`src/rtl/irq_agg_pkg.sv`:
```
package irq_agg_pkg;
  localparam int unsigned NUM_SRC = 5;

  // source bit positions
  localparam int unsigned SRC_CORE  = 0;
  localparam int unsigned SRC_HPR   = 1;
  localparam int unsigned SRC_HPF   = 2;
  localparam int unsigned SRC_NONCE = 3;
  localparam int unsigned SRC_RNG   = 4;

  // register word offsets
  localparam int unsigned OFS_MASK = 0;
  localparam int unsigned OFS_STAT = 1;
  localparam int unsigned OFS_CLR  = 2;

  typedef logic [NUM_SRC-1:0] src_vec_t;
endpackage

```
`src/rtl/irq_rst_sync.sv`:
```
module irq_rst_sync #(
  parameter int unsigned STAGES = 2
) (
  input  logic clk_i,
  input  logic arst_ni,
  output logic rst_no
);
  logic [STAGES-1:0] sync_q;
  logic [STAGES-1:0] sync_d;

  always_comb begin
    sync_d = {sync_q[STAGES-2:0], 1'b1};
  end

  always_ff @(posedge clk_i or negedge arst_ni) begin
    if (!arst_ni) sync_q <= '0;
    else          sync_q <= sync_d;
  end

  assign rst_no = sync_q[STAGES-1];
endmodule

```
`src/rtl/irq_edge_capture.sv`:
```
module irq_edge_capture
  import irq_agg_pkg::*;
#(
  parameter src_vec_t EDGE_SEL = src_vec_t'(1)
) (
  input  logic     clk_i,
  input  logic     rst_ni,
  input  src_vec_t src_i,
  output src_vec_t evt_o
);
  src_vec_t prev_q;
  src_vec_t prev_d;

  always_comb begin
    prev_d = src_i;
  end

  always_ff @(posedge clk_i or negedge rst_ni) begin
    if (!rst_ni) prev_q <= '0;
    else         prev_q <= prev_d;
  end

  for (genvar g = 0; g < NUM_SRC; g++) begin : g_src
    if (EDGE_SEL[g]) begin : g_edge
      assign evt_o[g] = src_i[g] & ~prev_q[g];
    end else begin : g_level
      logic unused_prev;
      assign unused_prev = prev_q[g];
      assign evt_o[g] = src_i[g];
    end
  end
endmodule

```
`src/rtl/irq_reg_if.sv`:
```
module irq_reg_if
  import irq_agg_pkg::*;
#(
  parameter int unsigned DATA_W = 32,
  parameter int unsigned ADDR_W = 3
) (
  input  logic              clk_i,
  input  logic              rst_ni,
  input  logic              wr_en_i,
  input  logic [ADDR_W-1:0] wr_addr_i,
  input  logic [DATA_W-1:0] wr_data_i,
  input  logic [ADDR_W-1:0] rd_addr_i,
  input  src_vec_t          status_i,
  input  logic              live_i,
  output src_vec_t          mask_o,
  output src_vec_t          set_o,
  output src_vec_t          clr_o,
  output logic [DATA_W-1:0] rd_data_o
);
  localparam logic [ADDR_W-1:0] A_MASK = ADDR_W'(OFS_MASK);
  localparam logic [ADDR_W-1:0] A_STAT = ADDR_W'(OFS_STAT);
  localparam logic [ADDR_W-1:0] A_CLR  = ADDR_W'(OFS_CLR);
  localparam int unsigned       LIVE_BIT = DATA_W - 1;

  logic     hit_mask, hit_stat, hit_clr;
  logic     mask_en;
  src_vec_t mask_q, mask_d;
  src_vec_t wr_bits;
  logic     unused_wr_hi;

  assign wr_bits      = wr_data_i[NUM_SRC-1:0];
  assign unused_wr_hi = ^wr_data_i[DATA_W-1:NUM_SRC];

  always_comb begin
    hit_mask = wr_en_i && (wr_addr_i == A_MASK);
    hit_stat = wr_en_i && (wr_addr_i == A_STAT);
    hit_clr  = wr_en_i && (wr_addr_i == A_CLR);
  end

  // mask register: next state and enable
  always_comb begin
    mask_en = hit_mask;
    mask_d  = wr_bits;
  end

  always_ff @(posedge clk_i or negedge rst_ni) begin
    if (!rst_ni)      mask_q <= '0;
    else if (mask_en) mask_q <= mask_d;
  end

  // set and clear strobes, one cycle wide, only bits written as 1
  always_comb begin
    set_o = hit_stat ? wr_bits : '0;
    clr_o = hit_clr  ? wr_bits : '0;
  end

  // read mux
  always_comb begin
    rd_data_o = '0;
    unique case (rd_addr_i)
      A_MASK: rd_data_o[NUM_SRC-1:0] = mask_q;
      A_STAT: begin
        rd_data_o[NUM_SRC-1:0] = status_i;
        rd_data_o[LIVE_BIT]    = live_i;
      end
      default: rd_data_o = '0;
    endcase
  end

  assign mask_o = mask_q;
endmodule

```
`src/rtl/irq_status_bank.sv`:
```
module irq_status_bank
  import irq_agg_pkg::*;
(
  input  logic     clk_i,
  input  logic     rst_ni,
  input  src_vec_t evt_i,
  input  src_vec_t set_i,
  input  src_vec_t clr_i,
  input  src_vec_t mask_i,
  output src_vec_t status_o,
  output logic     irq_o
);
  src_vec_t status_q, status_d;
  logic     status_en;
  logic     irq_q, irq_d;

  // captures and software sets take priority over a clear
  always_comb begin
    status_en = |{evt_i, set_i, clr_i};
    status_d  = (status_q & ~clr_i) | evt_i | set_i;
    irq_d     = |(status_q & mask_i);
  end

  always_ff @(posedge clk_i or negedge rst_ni) begin
    if (!rst_ni)        status_q <= '0;
    else if (status_en) status_q <= status_d;
  end

  always_ff @(posedge clk_i or negedge rst_ni) begin
    if (!rst_ni) irq_q <= 1'b0;
    else         irq_q <= irq_d;
  end

  assign status_o = status_q;
  assign irq_o    = irq_q;
endmodule

```
`src/rtl/irq_aggregator.sv`:
```
module irq_aggregator
  import irq_agg_pkg::*;
#(
  parameter int unsigned DATA_W   = 32,
  parameter int unsigned ADDR_W   = 3,
  parameter src_vec_t    SRC_EDGE = src_vec_t'(1)
) (
  input  logic              clk_i,
  input  logic              rst_ni,
  input  logic [4:0]        src_i,
  input  logic              wr_en_i,
  input  logic [ADDR_W-1:0] wr_addr_i,
  input  logic [DATA_W-1:0] wr_data_i,
  input  logic [ADDR_W-1:0] rd_addr_i,
  output logic [DATA_W-1:0] rd_data_o,
  output logic              irq_o
);
  logic     rst_n_int;
  src_vec_t evt;
  src_vec_t set_vec;
  src_vec_t clr_vec;
  src_vec_t mask_q;
  src_vec_t status_q;

  irq_rst_sync #(.STAGES(2)) u_rst (
    .clk_i   (clk_i),
    .arst_ni (rst_ni),
    .rst_no  (rst_n_int)
  );

  irq_edge_capture #(.EDGE_SEL(SRC_EDGE)) u_cap (
    .clk_i  (clk_i),
    .rst_ni (rst_n_int),
    .src_i  (src_i),
    .evt_o  (evt)
  );

  irq_reg_if #(.DATA_W(DATA_W), .ADDR_W(ADDR_W)) u_regs (
    .clk_i     (clk_i),
    .rst_ni    (rst_n_int),
    .wr_en_i   (wr_en_i),
    .wr_addr_i (wr_addr_i),
    .wr_data_i (wr_data_i),
    .rd_addr_i (rd_addr_i),
    .status_i  (status_q),
    .live_i    (src_i[SRC_CORE]),
    .mask_o    (mask_q),
    .set_o     (set_vec),
    .clr_o     (clr_vec),
    .rd_data_o (rd_data_o)
  );

  irq_status_bank u_bank (
    .clk_i    (clk_i),
    .rst_ni   (rst_n_int),
    .evt_i    (evt),
    .set_i    (set_vec),
    .clr_i    (clr_vec),
    .mask_i   (mask_q),
    .status_o (status_q),
    .irq_o    (irq_o)
  );
endmodule

```
`config.mk`:
```
export PLATFORM = sky130hd
export DESIGN_NAME = irq_aggregator
export DESIGN_NICKNAME = d
export VERILOG_FILES = /design/src/rtl/irq_agg_pkg.sv /design/src/rtl/irq_rst_sync.sv /design/src/rtl/irq_edge_capture.sv /design/src/rtl/irq_reg_if.sv /design/src/rtl/irq_status_bank.sv /design/src/rtl/irq_aggregator.sv
export SDC_FILE = /design/constraint.sdc
export NUM_CORES = 1
export LEC_CHECK = 0
export BUFFER_PORTS_ARGS = -buffer_cell sky130_fd_sc_hd__buf_2
export CAP_MARGIN = 5
export CORE_UTILIZATION = 32
export DETAILED_ROUTE_END_ITERATION = 16
export MAX_ROUTING_LAYER = met4
export PLACE_DENSITY_LB_ADDON = 0.05
export SLEW_MARGIN = 30
export SYNTH_ARGS = -nofsm -noshare
export SYNTH_HDL_FRONTEND = slang
export SYNTH_SLANG_ARGS = --single-unit
export TNS_END_PERCENT = 20
```
`constraint.sdc`:
```
create_clock -name clk_i -period 0.8 [get_ports clk_i]
set_input_delay 0.12 -clock clk_i [delete_from_list [all_inputs] [get_ports clk_i]]
set_output_delay 0.12 -clock clk_i [all_outputs]
set_load 0.05 [all_outputs]
```
## Word-level counts from Yosys, hierarchy flattened

Index checks and enable logic that the tools add are counted.

| storage, ports and cells | value |
|---|---|
| output and inout port bits | 33 |
| flip-flop bits (word level) | 14 |
| logic and storage cells | 26 |

| cells by class | value |
|---|---|
| equality and inequality tests | 3 |
| bitwise logic cells | 7 |
| reductions and logical operators | 7 |
| multiplexer cells | 4 |

Operators by type and width:

| operator | number |
|---|---|
| 15-bit OR reduction | 1 |
| 5-bit AND | 2 |
| 5-bit 2-to-1 mux | 2 |
| 5-bit bitwise OR | 2 |
| 5-bit case mux with 2 select lines | 1 |
| 3-bit by 1-bit equality test with 1-bit output, second input constant | 2 |
| 3-bit logical NOT | 2 |
| 5-bit NOT | 1 |
| 5-bit OR reduction | 1 |
| 3-bit by 2-bit equality test with 1-bit output, second input constant | 1 |
| 1-bit logical AND | 3 |
| 1-bit AND | 1 |
| 1-bit 2-to-1 mux | 1 |
| 1-bit NOT | 1 |

## Depth between registers and ports, before layout

| logic depth | value |
|---|---|
| depth after elaboration | 7 |
| depth in mapped cells | 3 |
| depth with buffers taken out | 3 |

## Cells and area by module

From an unflattened synthesis, not the netlist that was laid out.

| unflattened totals | value |
|---|---|
| cell total of the unflattened synthesis | 98 |
| area total of the unflattened synthesis | 938.4 um2 |

By module, submodules not included:

| module | cells each | area each (um2) | times used | sequential area each (um2) |
|---|---|---|---|---|
| irq_reg_if | 65 | 581.8 | 1 | 125.1 |
| irq_status_bank | 24 | 234.0 | 1 | 150.1 |
| irq_edge_capture | 6 | 68.8 | 1 | 25.0 |
| irq_rst_sync | 3 | 53.8 | 1 | 50.0 |

## Worst setup path after synthesis

No wires, ideal clock.

| timing | value |
|---|---|
| path kind | input to output |
| start point | input port rd_addr_i[1] |
| end point | output port rd_data_o[0] |
| stages on the path | 3 |
| data required time | 0.680 ns |
| path buffers | 1 |
| data arrival time | 1.211 ns |
| slack | -0.531 ns |
| cells stage by stage | or2_2 > clkbuf_1 > nor2_1 |

| between the ends | value |
|---|---|
| word-level cells in the longest chain between the ends | 2 |
| elaborated cells on any way between the ends | 3 |
| classes of those cells | 1 x eq/ne; 1 x mux; 1 x reduce/logical |

RTL lines:

| what | RTL line | RTL |
|---|---|---|
| from (decl) | irq_aggregator.sv:14 | `input logic [ADDR_W-1:0] rd_addr_i,` |
| 3-bit by 1-bit equality test with 1-bit output or 3-bit logical NOT (tied branches) | irq_reg_if.sv:60 | `unique case (rd_addr_i)` |
| 5-bit case mux with 2 select lines * | irq_reg_if.sv:60 |  |
| to (decl) | irq_aggregator.sv:15 | `output logic [DATA_W-1:0] rd_data_o,` |

Every way passes the cells marked *; elsewhere a longest branch is shown, timed or not.

## Final worst setup path

| timing | value |
|---|---|
| start point | register u_regs.mask_q[2], in the netlist u_regs.mask_o[2] |
| end point | output port rd_data_o[2] |

| between the ends | value |
|---|---|
| word-level cells in the longest chain between the ends | 1 |

RTL lines:

| what | RTL line | RTL |
|---|---|---|
| from (decl) | irq_reg_if.sv:27 | `src_vec_t mask_q, mask_d;` |
| from (signal assigned) | irq_reg_if.sv:48 | `else if (mask_en) mask_q <= mask_d;` |
| 5-bit case mux with 2 select lines | irq_reg_if.sv:60 |  |

No other way between the ends.

==> impl_metrics.json <==
{
  "synth_area_um2": 845,
  "finalSetupViolCount": 18,
  "p_leak_nw": 0.567,
  "synth_warnings": 0,
  "ys_top_cells_by_count": "26 x buf_4, 14 x dfrtp_1, 7 x nand2_1, 6 x nor2_1",
  "cp_max_fo": 2,
  "period_share_pct": 155,
  "clk_pin_slew_worst_paths_ns": 0.08,
  "cts_sinks": 14,
  "r2r_slack_ns": -0.28,
  "drive_above_1_share_pct": 52.0,
  "cts.path.max_buffers": 2,
  "gr-usage-met3_pct": 2.87,
  "ys_types": 16,
  "synth_top_area_share_pct": 41.5,
  "drv_cap": 0,
  "grt.busiest_layer": "met1",
  "slew_viol_final": 0,
  "ant_nets": 0,
  "die_width_um": 53.4,
  "setup_ws_ns": -0.442,
  "final_cells": 153,
  "drt_first_iter_violations": 9,
  "track_usage_pct": 14.8,
  "antenna_found_initial": 0,
  "gp_congestion": 0.714,
  "ios": 79,
  "reg2reg_depth": 3,
  "fin_worst_skew_ns": 0.00161,
  "grt_pass1_vias": 597,
  "critPathMaxStageDelay_ns": 0.41,
  "total_power_mw": 2.26,
  "synthMostInstantiatedCell": "buf_4",
  "outcome": "finished, violations left",
  "cts_tree": "done",
  "routed_wl_um": 1630,
  "worstHoldStart": "src_i[2]",
  "synth_top_cell_by_area": "dfrtp_1",
  "synthTopCellsByArea": "dfrtp_1 41%, buf_4 23%, mux2_2 6.7%",
  "drc": 0,
  "die_area_um2": 2850,
  "final_cell_area_um2": 1220,
  "synthCells": 79,
  "timing.rr.end": "u_bank.irq_o",
  "initial_core_util_pct": 34.1,
  "viasPerCell": 4.26,
  "avgSynthCellArea_um2": 10.7,
  "path_class": "reg2out",
  "worst_hold_path_type": "in2reg",
  "die_h_um": 53.4,
  "grtUsageMet1_pct": 20.3,
  "dpl_cell_area_um2": 1020,
  "cp-start-kind": "register",
  "wl_per_cell_um": 10.7,
  "final.fill_count": 240,
  "reg2reg_from": "u_regs.mask_o[0]",
  "dp.cells": 141,
  "hold_end": "u_bank.status_o[2]",
  "grt_max_degree": 13,
  "hold_viol": 0,
  "fmax_ghz": 0.805,
  "cts_root_buf": "clkbuf_4",
  "layout_min_cycle_time_ns": 1.24,
  "synth-edff-count": 0,
  "synth.yosys.seq_area_share_pct": 41.5,
  "h-tree-depth": 1,
  "firstDrtPassIters": 6,
  "pwr_density_cell_nw_per_um2": 1850,
  "grtUsageMet2_pct": 19.6,
  "ir_worst_vdd_uv": 1150,
  "whs_ns": 0.0391,
  "rows": 18,
  "area_growth_syn_to_layout_pct": 44.7,
  "ys_async_sr_fraction_pct": 100,
  "rsz0062_at_grt": "yes",
  "failed_checks": "negative setup slack",
  "critPathRequiredTime_ns": 0.68,
  "hold_depth": 2,
  "fin_tns_setup_ns": -4.14,
  "clk_latency_ns": 0.28,
  "final_net_count": 170,
  "via_count": 652,
  "gr-total-overflow": 0,
  "synthFlopType": "dfrtp_1",
  "grt_pass1_wl_um": 2820,
  "antenna_cells": 0,
  "cpMaxStageDelayCell": "dfrtp_1",
  "core-area_um2": 2480,
  "worstPathCellList": "mux2i_2, nor2_4, buf_6",
  "crit_path_end_kind": "primary output",
  "ys_ff_latch": 14,
  "dp_hpwl_um": 1280,
  "port_buffers": 25,
  "arrival_ns": 1.12,
  "cts_buffers": 3
}
[flip-flops by register name (all words and copies together) (netlist names)]
signal           flops
u_cap.prev_q         1
u_bank.status_o      5
u_rst.sync_q         2
u_regs.mask_o        5
u_bank.irq_o         1
[critical path, delay by kind of cell, from the launching register on]
kind / cells / cell delay, ns
mux: 1 / 0.24
flops: 1 / 0.41
simple gates: 1 / 0.04
buf+inv: 1 / 0.15
[what timing repair did]
action | 4_1_cts | 5_1_grt
pin swaps | 8 | 3
hold buffers | 2 | 0
resized for setup | 23 | 6
setup endpoints to repair | 18 | 18
buffers inserted | 5 | 1
hold endpoints to repair | 3 | 0
[layout by cell type (no fill, tap or decap), types with 2 or more instances in the layout]
cell type	instances
conb_1	27
buf_2	18
buf_6	16
dfrtp_1	14
nand2_1	7
buf_4	7
nor2_4	6
mux2i_2	5
a221o_1	5
mux2_2	4
clkbuf_4	3
dlygate4sd3_1	2
[metal layers]
metal	routed length [um]	share of wire [%]	up-vias
li1	-	-	314
met1	741	45	292
met2	724	44	41
met3	128	7.8	5
met4	40	2.4	0
met5	0	0	-
[power by group]
| part | switching (mW) | leakage, nW | total [mW] | internal (mW) |
|---|---|---|---|---|
| sequential | 0.0566 | 0.149 | 0.841 | 0.784 |
| clock | 0.224 | 0.0210 | 0.502 | 0.277 |
| combinational | 0.554 | 0.397 | 0.916 | 0.362 |
| total | 0.835 | 0.567 | 2.26 | 1.42 |
[logic make-up (layout without fill, tap and decap cells)]
group	Yosys count	count (layout)	synth area share (%)
buffers and inverters	28	47	24.0
and+or+nand+nor	18	18	13.0
DFF	14	14	41.5
muxes	10	10	12.6
AOI/OAI and AO/OA	7	7	8.00
other	2	27	0.889
[cell type report]
cell class              instances  area (um2)  share of cell area [%]
well taps                      30        37.5                    3.07
flip-flops and latches         14         350                    28.7
repair buffers                 43         343                    28.0
clock buffers                   4        36.3                    2.97
multi-input cells              62         455                    37.3
[per-stage QoR]
step                util, %  setup slack (ns)
floorplan                 -            -0.176
global placement       41.2            -0.334
detailed placement     41.2            -0.346
CTS                    48.1            -0.450
global route           49.3            -0.501
finish                 49.3            -0.442
[worst max path at each step]
stage / start / end / cells after the start
2_1_floorplan: wr_addr_i[1] / u_regs.mask_o[0] / 2
3_3_place_gp: wr_addr_i[1] / u_regs.mask_o[1] / 4
3_5_place_dp: wr_addr_i[1] / u_regs.mask_o[2] / 4
4_1_cts: u_regs.mask_o[2] / rd_data_o[2] / 3
5_1_grt: u_regs.mask_o[2] / rd_data_o[2] / 3
6_report: u_regs.mask_o[2] / rd_data_o[2] / 3
Power figures use the tool's default switching activity.
